===== config.mk =====
export PLATFORM = sky130hd
export DESIGN_NAME = legacy_shadow_router
export DESIGN_NICKNAME = d
export VERILOG_FILES = /design/src/rtl/legacy_shadow_router.sv
export SDC_FILE = /design/constraint.sdc
export NUM_CORES = 1
export LEC_CHECK = 0
export ABC_CLOCK_PERIOD_IN_PS = 4790
export CAP_MARGIN = 10
export CORE_ASPECT_RATIO = 1.2
export CORE_MARGIN = 2
export CORE_UTILIZATION = 40
export CTS_CLUSTER_SIZE = 16
export DETAILED_ROUTE_END_ITERATION = 8
export SLEW_MARGIN = 20
export SYNTH_ARGS = -nofsm -noshare
export SYNTH_HDL_FRONTEND = slang
export SYNTH_SLANG_ARGS = --single-unit

===== constraint.sdc =====
create_clock -name clk -period 4.79 [get_ports clk]
set_clock_uncertainty 0.1 [all_clocks]
set_input_delay 0.958 -clock clk [delete_from_list [all_inputs] [get_ports clk]]
set_output_delay 0.958 -clock clk [all_outputs]
set_load 0.05 [all_outputs]

===== src/rtl/legacy_shadow_router.sv =====
module legacy_shadow_router #(
  parameter int ADDR_W   = 20,
  parameter int NUM_REGS = 7,
  parameter logic [7:0] CFG_BASE = 8'h59
) (
  input  logic              clk,
  input  logic              rst_n,
  input  logic              cfg_wr_en,
  input  logic [7:0]        cfg_addr,
  input  logic [7:0]        cfg_wdata,
  output logic [7:0]        cfg_rdata,
  input  logic              host_valid,
  input  logic              host_write,
  input  logic [ADDR_W-1:0] host_addr,
  output logic              claim,
  output logic              to_dram,
  output logic              to_rom
);
  localparam int IW = $clog2(NUM_REGS);
  localparam logic [ADDR_W-1:0] REGION_LO = ADDR_W'(20'hC0000);
  localparam logic [ADDR_W-1:0] REGION_HI = ADDR_W'(20'hFFFFF);

  logic [7:0] regs [NUM_REGS];
  logic [8*NUM_REGS-1:0] regs_flat;

  logic [7:0]    cfg_off;
  logic          cfg_hit;
  logic [IW-1:0] cfg_idx;

  assign cfg_off   = cfg_addr - CFG_BASE;
  assign cfg_hit   = (cfg_addr >= CFG_BASE) && (cfg_off < 8'(NUM_REGS));
  assign cfg_idx   = cfg_off[IW-1:0];
  assign cfg_rdata = cfg_hit ? regs[cfg_idx] : 8'h00;

  always_ff @(posedge clk) begin
    if (!rst_n) begin
      for (int i = 0; i < NUM_REGS; i++) regs[i] <= 8'h00;
    end else if (cfg_wr_en && cfg_hit) begin
      regs[cfg_idx] <= cfg_wdata;
    end
  end

  genvar g;
  generate
    for (g = 0; g < NUM_REGS; g++) begin : g_flat
      assign regs_flat[8*g +: 8] = regs[g];
    end
  endgenerate

  logic       in_region;
  logic [3:0] slot;
  logic [7:0] attr_byte;
  logic [3:0] attr;
  logic       enabled;

  assign in_region = (host_addr >= REGION_LO) && (host_addr <= REGION_HI);

  always_comb begin
    slot = 4'd0;
    if (in_region) begin
      if (host_addr[17] && host_addr[16])
        slot = 4'd1;
      else if (host_addr[17])
        slot = 4'd10 + {2'b00, host_addr[15:14]};
      else
        slot = 4'd2 + {1'b0, host_addr[16:14]};
    end
  end

  assign attr_byte = regs[slot[3:1]];
  assign attr      = slot[0] ? attr_byte[7:4] : attr_byte[3:0];
  assign enabled   = (slot != 4'd0) && (host_write ? attr[1] : attr[0]);

  assign claim   = host_valid && in_region;
  assign to_dram = host_valid && (!in_region || enabled);
  assign to_rom  = host_valid && in_region && !enabled;

  AST_ONE_TARGET: assert property (@(posedge clk) disable iff (!rst_n)
    host_valid |-> $countones({to_dram, to_rom}) == 1);
  AST_IDLE_QUIET: assert property (@(posedge clk) disable iff (!rst_n)
    !host_valid |-> !(to_dram || to_rom || claim));
  AST_OUTSIDE_PASS: assert property (@(posedge clk) disable iff (!rst_n)
    (host_valid && !claim) |-> to_dram);
  AST_ROM_CLAIMED: assert property (@(posedge clk) disable iff (!rst_n)
    to_rom |-> claim);
  AST_CFG_STICKY: assert property (@(posedge clk) disable iff (!rst_n)
    !cfg_wr_en |=> $stable(regs_flat));
  AST_CFG_LAND: assert property (@(posedge clk) disable iff (!rst_n)
    (cfg_wr_en && cfg_hit) |=> regs_flat[8*$past(cfg_idx) +: 8] == $past(cfg_wdata));
  AST_RESERVED_SLOT: assert property (@(posedge clk) disable iff (!rst_n)
    claim |-> slot != 4'd0);
endmodule


== Word-level counts from Yosys, hierarchy flattened ==
Memories as Yosys holds them, arrays and structs flattened.
Cells that the tools add are included.

* Add/sub/neg operators: 3
* Order comparisons: 4
* Multiplexer cells: 13
* Reductions and logical operators: 13

{| class="wikitable"
|+ Operators by type and width
! operator !! count
|-
| $ge A20 B20 Y1 const B || 1
|-
| $le A20 B20 Y1 const B || 1
|-
| $mux W8 || 2
|-
| $mux W4 || 3
|-
| $ge A8 B7 Y1 const B || 1
|-
| $logic_and A1 B1 Y1 || 8
|-
| $lt A8 B3 Y1 const B || 1
|-
| $reduce_or A8 Y1 || 1
|-
| $sub A8 B7 Y8 const B || 1
|-
| $mux W1 || 6
|-
| $add A2 B3 Y4 const A || 1
|-
| $add A4 B2 Y4 const A || 1
|-
| $reduce_bool A4 Y1 || 1
|-
| $mux W3 || 1
|-
| $logic_not A1 Y1 || 2
|-
| $mux W2 || 1
|-
| $logic_or A1 B1 Y1 || 1
|}

* Word-level logic and storage cells: 34
* Output and inout bits: 11
* Input port bits: 41
* Bits in registers: 0
* RAM bits: 56
* Memories kept: 1

{| class="wikitable"
|+ Memory list
! name !! words !! bits a word !! read ports !! clocked after memory_dff !! write ports !! RTL line !! RTL
|-
| regs || 7 || 8 || 2 || 0 || 7 || 23 || <nowiki>logic [7:0] regs [NUM_REGS];</nowiki>
|}

== Longest topological paths before layout ==
An unclocked memory read counts as a cell.

* Depth after elaboration: 10
* Depth in mapped cells: 13
* Gate-level depth less buffers: 8

== Worst setup path after synthesis ==
OpenSTA, ideal clock, no wires.

* Path type: input port to output port
* Start: in cfg_addr[0]
* End: out cfg_rdata[0]
* Path buffers: 4
* Stages: 12
* Arrival time: 3833 ps
* Data required time: 3732 ps
* Setup slack: -101 ps
* Cell sequence: buf_2 clkbuf_1 inv_1 ha_1 buf_6 and4bb_1 a31oi_1 o21ai_2 o221ai_2 or2_0 clkbuf_1 a21oi_1

* Longest elaborated chain between the ends: 4
* Elaborated cells between the ends (all ways): 6
* Classes of those cells: 1 x add/sub; 2 x order compare; 1 x mux; 1 x reduce/logical; 1 x memory

{| class="wikitable"
|+ Ends and longest elaborated chain
! element !! RTL line !! RTL
|-
| from (decl) || 9 || <nowiki>input logic [7:0] cfg_addr,</nowiki>
|-
| $sub A8 B7 Y8 || 30 || <nowiki>assign cfg_off = cfg_addr - CFG_BASE;</nowiki>
|-
| $lt A8 B3 Y1 || 31 || <nowiki>assign cfg_hit = (cfg_addr >= CFG_BASE) && (cfg_off < 8'(NUM_REGS));</nowiki>
|-
| $logic_and A1 B1 Y1 || 31 ||
|-
| $mux W8 * || 33 || <nowiki>assign cfg_rdata = cfg_hit ? regs[cfg_idx] : 8'h00;</nowiki>
|-
| to (decl) || 11 || <nowiki>output logic [7:0] cfg_rdata,</nowiki>
|}

Mark *: on every way between the ends. The rest lies on a longest branch, timed or not.

== Worst setup path after layout ==
* Start: in host_addr[15]
* End: out to_dram

* Longest elaborated chain between the ends: 10
* Elaborated cells between the ends (all ways): 16
* Classes of those cells: 2 x add/sub; 2 x order compare; 5 x mux; 6 x reduce/logical; 1 x memory

{| class="wikitable"
|+ Ends and longest elaborated chain
! element !! RTL line !! RTL
|-
| from (decl) || 14 || <nowiki>input logic [ADDR_W-1:0] host_addr,</nowiki>
|-
| branches (longest 8 deep; another with $ge A20 B20 Y1) || n/a ||
|-
| $logic_or A1 B1 Y1 * || 75 || <nowiki>assign to_dram = host_valid && (!in_region || enabled);</nowiki>
|-
| $logic_and A1 B1 Y1 * || 75 ||
|-
| to (decl) || 16 || <nowiki>output logic to_dram,</nowiki>
|}

Every way passes the cells marked *.

==> report_table.html <==
<table>
<tr><th>Metric</th><th>Value</th></tr>
<tr><th colspan="2">Clock network</th></tr>
<tr><td>CTS buffer count</td><td>9</td></tr>
<tr><td>Root buffer cell</td><td>sky130_fd_sc_hd__clkbuf_8</td></tr>
<tr><td>Clock tree from TritonCTS</td><td>built</td></tr>
<tr><td>Sink Count</td><td>64</td></tr>
<tr><td>Buffers from clock root to sink, at most</td><td>2</td></tr>
<tr><td>Clock-pin slew on the worst setup and hold paths</td><td>approximately 60 ps</td></tr>
<tr><td>Skew-Pair Late Insertion Delay</td><td>340 ps</td></tr>
<tr><td>Hold bufs inserted after CTS</td><td>0</td></tr>
<tr><td>Post CTS Setup Buffer Count</td><td>0</td></tr>
<tr><td>Clock H-tree levels</td><td>3</td></tr>
<tr><th colspan="2">Placed design</th></tr>
<tr><td>Total placed instance area</td><td>4420 um^2</td></tr>
<tr><td>Post-detail-place hpwl</td><td>approximately 7000 um</td></tr>
<tr><td>Number of port buffers</td><td>37</td></tr>
<tr><td>Placer congestion estimate</td><td>0.873</td></tr>
<tr><td>Pre-CTS worst setup slack</td><td>118 ps</td></tr>
<tr><td>Placed cell count</td><td>469</td></tr>
<tr><th colspan="2">Floorplan</th></tr>
<tr><td>Floorplan row count</td><td>38</td></tr>
<tr><td>Horizontal die dimension</td><td>92.8 um</td></tr>
<tr><td>DIE HEIGHT</td><td>111 um</td></tr>
<tr><td>Placeable core area</td><td>9130 um^2</td></tr>
<tr><td>Initial standard-cell utilization of the core</td><td>0.415</td></tr>
<tr><td>Die Footprint</td><td>10,300 um^2</td></tr>
<tr><td>Top Ports</td><td>52</td></tr>
<tr><th colspan="2">Critical path</th></tr>
<tr><td>Stage delay of the slowest cell on the critical path</td><td>roughly 430 ps</td></tr>
<tr><td>Slowest cell on the critical path</td><td>sky130_fd_sc_hd__clkdlybuf4s50_1</td></tr>
<tr><td>Req. time, crit path</td><td>around 3700 ps</td></tr>
<tr><td>Worst R2R Start</td><td>regs[6][1]</td></tr>
<tr><td>Nature of the critical path endpoint</td><td>primary output</td></tr>
<tr><td>Maximum fanout along the worst path</td><td>5</td></tr>
<tr><td>Critical path launch point</td><td>host_addr[15]</td></tr>
<tr><td>Crit Path Class</td><td>input port to primary output</td></tr>
<tr><td>CP cell instances</td><td>clkdlybuf4s50_1 &gt; ha_1 &gt; nor2b_1 &gt; nor3_2 &gt; a22o_1 &gt; o32ai_1 &gt; a2111oi_2 &gt; o31a_1 &gt; buf_12</td></tr>
<tr><td>Kind of launch point of the worst setup path</td><td>input port</td></tr>
<tr><td>Data arrival time of the critical path</td><td>3500 ps</td></tr>
<tr><th colspan="2">Final layout</th></tr>
<tr><td>Total area of sequential cells</td><td>1840 um^2</td></tr>
<tr><td>Multi-input logic area</td><td>1750 um^2</td></tr>
<tr><td>Finished Cell Area</td><td>~4600 um^2</td></tr>
<tr><td># fillers</td><td>approximately 840</td></tr>
<tr><td>Most common cell after layout, fill and taps aside</td><td>sky130_fd_sc_hd__edfxtp_1</td></tr>
<tr><td>Largest registers ranked by flip-flop count</td><td>regs: 64 flops</td></tr>
<tr><td>Non-filler cells in the finished layout</td><td>485</td></tr>
<tr><td>NumNets Final</td><td>404</td></tr>
<tr><td># diodes</td><td>0</td></tr>
<tr><td>Proportion of layout cells with a drive suffix above 1</td><td>0.279</td></tr>
<tr><td>Final Util</td><td>0.501</td></tr>
<tr><td>Flip-flop count of the largest register, all copies and words added</td><td>64</td></tr>
<tr><td>Top library cells by usage in the layout, fill and taps aside</td><td>sky130_fd_sc_hd__edfxtp_1 (56), sky130_fd_sc_hd__nand2_1 (37), sky130_fd_sc_hd__nor3_2 (31)</td></tr>
<tr><td>Synthesis-to-layout area growth</td><td>20.9%</td></tr>
<tr><td>Register containing the most flip-flops in the final layout</td><td>regs</td></tr>
<tr><th colspan="2">STA</th></tr>
<tr><td>Max Fclk</td><td>220 MHz</td></tr>
<tr><td>Unrepaired setup endpoints after global routing</td><td>no</td></tr>
<tr><td>Final Max Tran Viols</td><td>0</td></tr>
<tr><td>Final critical-path setup slack</td><td>236 ps</td></tr>
<tr><td>Final count of hold timing violations</td><td>0</td></tr>
<tr><td>Final period util</td><td>0.951</td></tr>
<tr><td>Count of endpoints failing setup in the final report</td><td>0</td></tr>
<tr><td>Worst-Margin Slew</td><td>798 ps</td></tr>
<tr><td>Post-layout minimum cycle time</td><td>4550 ps</td></tr>
<tr><td>Headroom to the max-slew limit</td><td>0.464</td></tr>
<tr><th colspan="2">Min path</th></tr>
<tr><td>Hold path start</td><td>regs[6][6]</td></tr>
<tr><td>Worst Hold Class</td><td>flop to flop</td></tr>
<tr><th colspan="2">Power and ir drop</th></tr>
<tr><td>Final Total Pwr</td><td>1.22 mW</td></tr>
<tr><td>Power Density</td><td>268 nW/um^2</td></tr>
<tr><td>Leakage power</td><td>1.53 nW</td></tr>
<tr><td>Max VDD drop</td><td>between 100 and 150 uV</td></tr>
<tr><th colspan="2">Logic synthesis</th></tr>
<tr><td>Top_reg_cell synth</td><td>sky130_fd_sc_hd__edfxtp_1</td></tr>
<tr><td>Yosys cell types</td><td>60</td></tr>
<tr><td>Nets in the synthesized netlist</td><td>355</td></tr>
<tr><td>Area share of the largest cell type after synthesis</td><td>0.444</td></tr>
<tr><td>Count of flip-flops with a built-in enable after synthesis</td><td>56</td></tr>
<tr><td>Top area cells in the synthesized netlist</td><td>sky130_fd_sc_hd__edfxtp_1 (44%), sky130_fd_sc_hd__mux4_2 (9.5%), sky130_fd_sc_hd__nor3_2 (8.2%)</td></tr>
<tr><td>Warning count from the yosys run</td><td>0</td></tr>
<tr><td>Sequential area share after synthesis</td><td>0.487</td></tr>
<tr><td>Cell area after technology mapping</td><td>3780 um^2</td></tr>
<tr><td>Most area-hungry cell type in the Yosys netlist</td><td>sky130_fd_sc_hd__edfxtp_1</td></tr>
<tr><td>Seq cells post-synth</td><td>64</td></tr>
<tr><td>Gate Count Post-Synth</td><td>311</td></tr>
<tr><td>Mean Syn Cell Area</td><td>12.2 um^2</td></tr>
<tr><td>Fraction of synthesis flops using an asynchronous set or reset pin</td><td>0</td></tr>
<tr><th colspan="2">Global routing</th></tr>
<tr><td>Overall Global Routing Usage</td><td>0.196</td></tr>
<tr><td>Initial antenna violation count</td><td>0</td></tr>
<tr><td>Vias in the first global route</td><td>2,791</td></tr>
<tr><td>Largest net degree at the start of global routing</td><td>33</td></tr>
<tr><td>Global-route wire length before repair</td><td>15,200 um</td></tr>
<tr><td>Global route overflow</td><td>0</td></tr>
<tr><th colspan="2">Route</th></tr>
<tr><td>Remaining antenna violation count after routing</td><td>0</td></tr>
<tr><td>Detailed router's first-iteration violation count</td><td>197</td></tr>
<tr><td>Final routed wire length divided by cell count</td><td>around 20 um</td></tr>
<tr><td>Via density</td><td>around 5.7</td></tr>
<tr><td>Total via count in the routed design</td><td>between 2,000 and 3,000</td></tr>
<tr><td>First-pass iteration count of the detailed router</td><td>4</td></tr>
<tr><td>Post-route DRC</td><td>0</td></tr>
<tr><td>Final WL</td><td>9560 um</td></tr>
<tr><th colspan="2">Flow run</th></tr>
<tr><td>Number of violations of the max-capacitance limit</td><td>0</td></tr>
<tr><th colspan="2">Outcome</th></tr>
<tr><td>Run status</td><td>finished, final reports clean</td></tr>
</table>
[cells in the mapped netlist, drive strengths merged (4+ instances only)]
library cell / instances
edfxtp: 56
nor3: 43
nand2: 37
mux4: 16
inv: 13
a21oi: 12
buf: 12
and3: 11
o21ai: 11
clkbuf: 9
mux2i: 9
dfxtp: 8
nor2: 7
nand3: 6
o41ai: 5
nand4: 4
[kinds of logic (layout without fill, tap and decap cells)]
logic type               Yosys count  count (layout)  synth area share
XOR/XNOR                           2               2           0.00463
AND/OR/NAND/NOR                  129             129             0.220
adder cells (fa/ha/maj)            3               3           0.00992
flip-flops                        64              64             0.487
multiplexers                      25              25             0.119
buffers and inverters             35              89            0.0582
AO/OA/AOI/OAI                     53              53             0.102
[final timing paths]
kind	cells after the start	slack, ps	endpoint
worst min register to register	2	360	regs[6][6]
worst max register to register	2	4070	regs[6][1]
worst min-delay path	2	360	regs[6][6]
worst max-delay path	9	240	to_dram
[metal layers]
metal | track usage | share of wire
met1 | 0.219 | 0.38
met2 | 0.357 | 0.54
met3 | 0.0334 | 0.043
met4 | 0.0853 | 0.030
met5 | 0 | 0
[critical path: cells and delay by family]
kind                     cells  cell delay, ps
buffers and inverters        2             590
AO/OA/AOI/OAI                4            1100
AND/OR/NAND/NOR              2             520
adder cells (fa/ha/maj)      1             330
[power breakdown]
part / switching [mW] / total (mW) / internal (mW)
clock network: 0.186 / 0.372 / 0.186
logic: 0.125 / 0.216 / 0.0911
registers: 0.0107 / 0.636 / 0.626
[layout make-up]
type | count | share of cell area
clock inverters | 2 | 0.00191
inverters | 13 | 0.0107
well taps | 120 | 0.0328
multi-input cells | 212 | 0.383
flip-flops and latches | 64 | 0.402
repair buffers | 60 | 0.138
clock buffers | 14 | 0.0312
[metrics by stage]
step                hold WS (ps)  setup TNS (ps)
floorplan                    332            -806
global placement             345               0
detailed placement           352               0
CTS                          359               0
global route                 380               0
finish                       362               0
[timing repair]
| action | CTS | global route |
|---|---|---|
| endpoints found under the hold margin | 0 | 0 |
| endpoints found under the setup margin | 0 | 10 |
| resized for setup | 0 | 4 |
No activity file was read; power rests on OpenSTA's default activity.
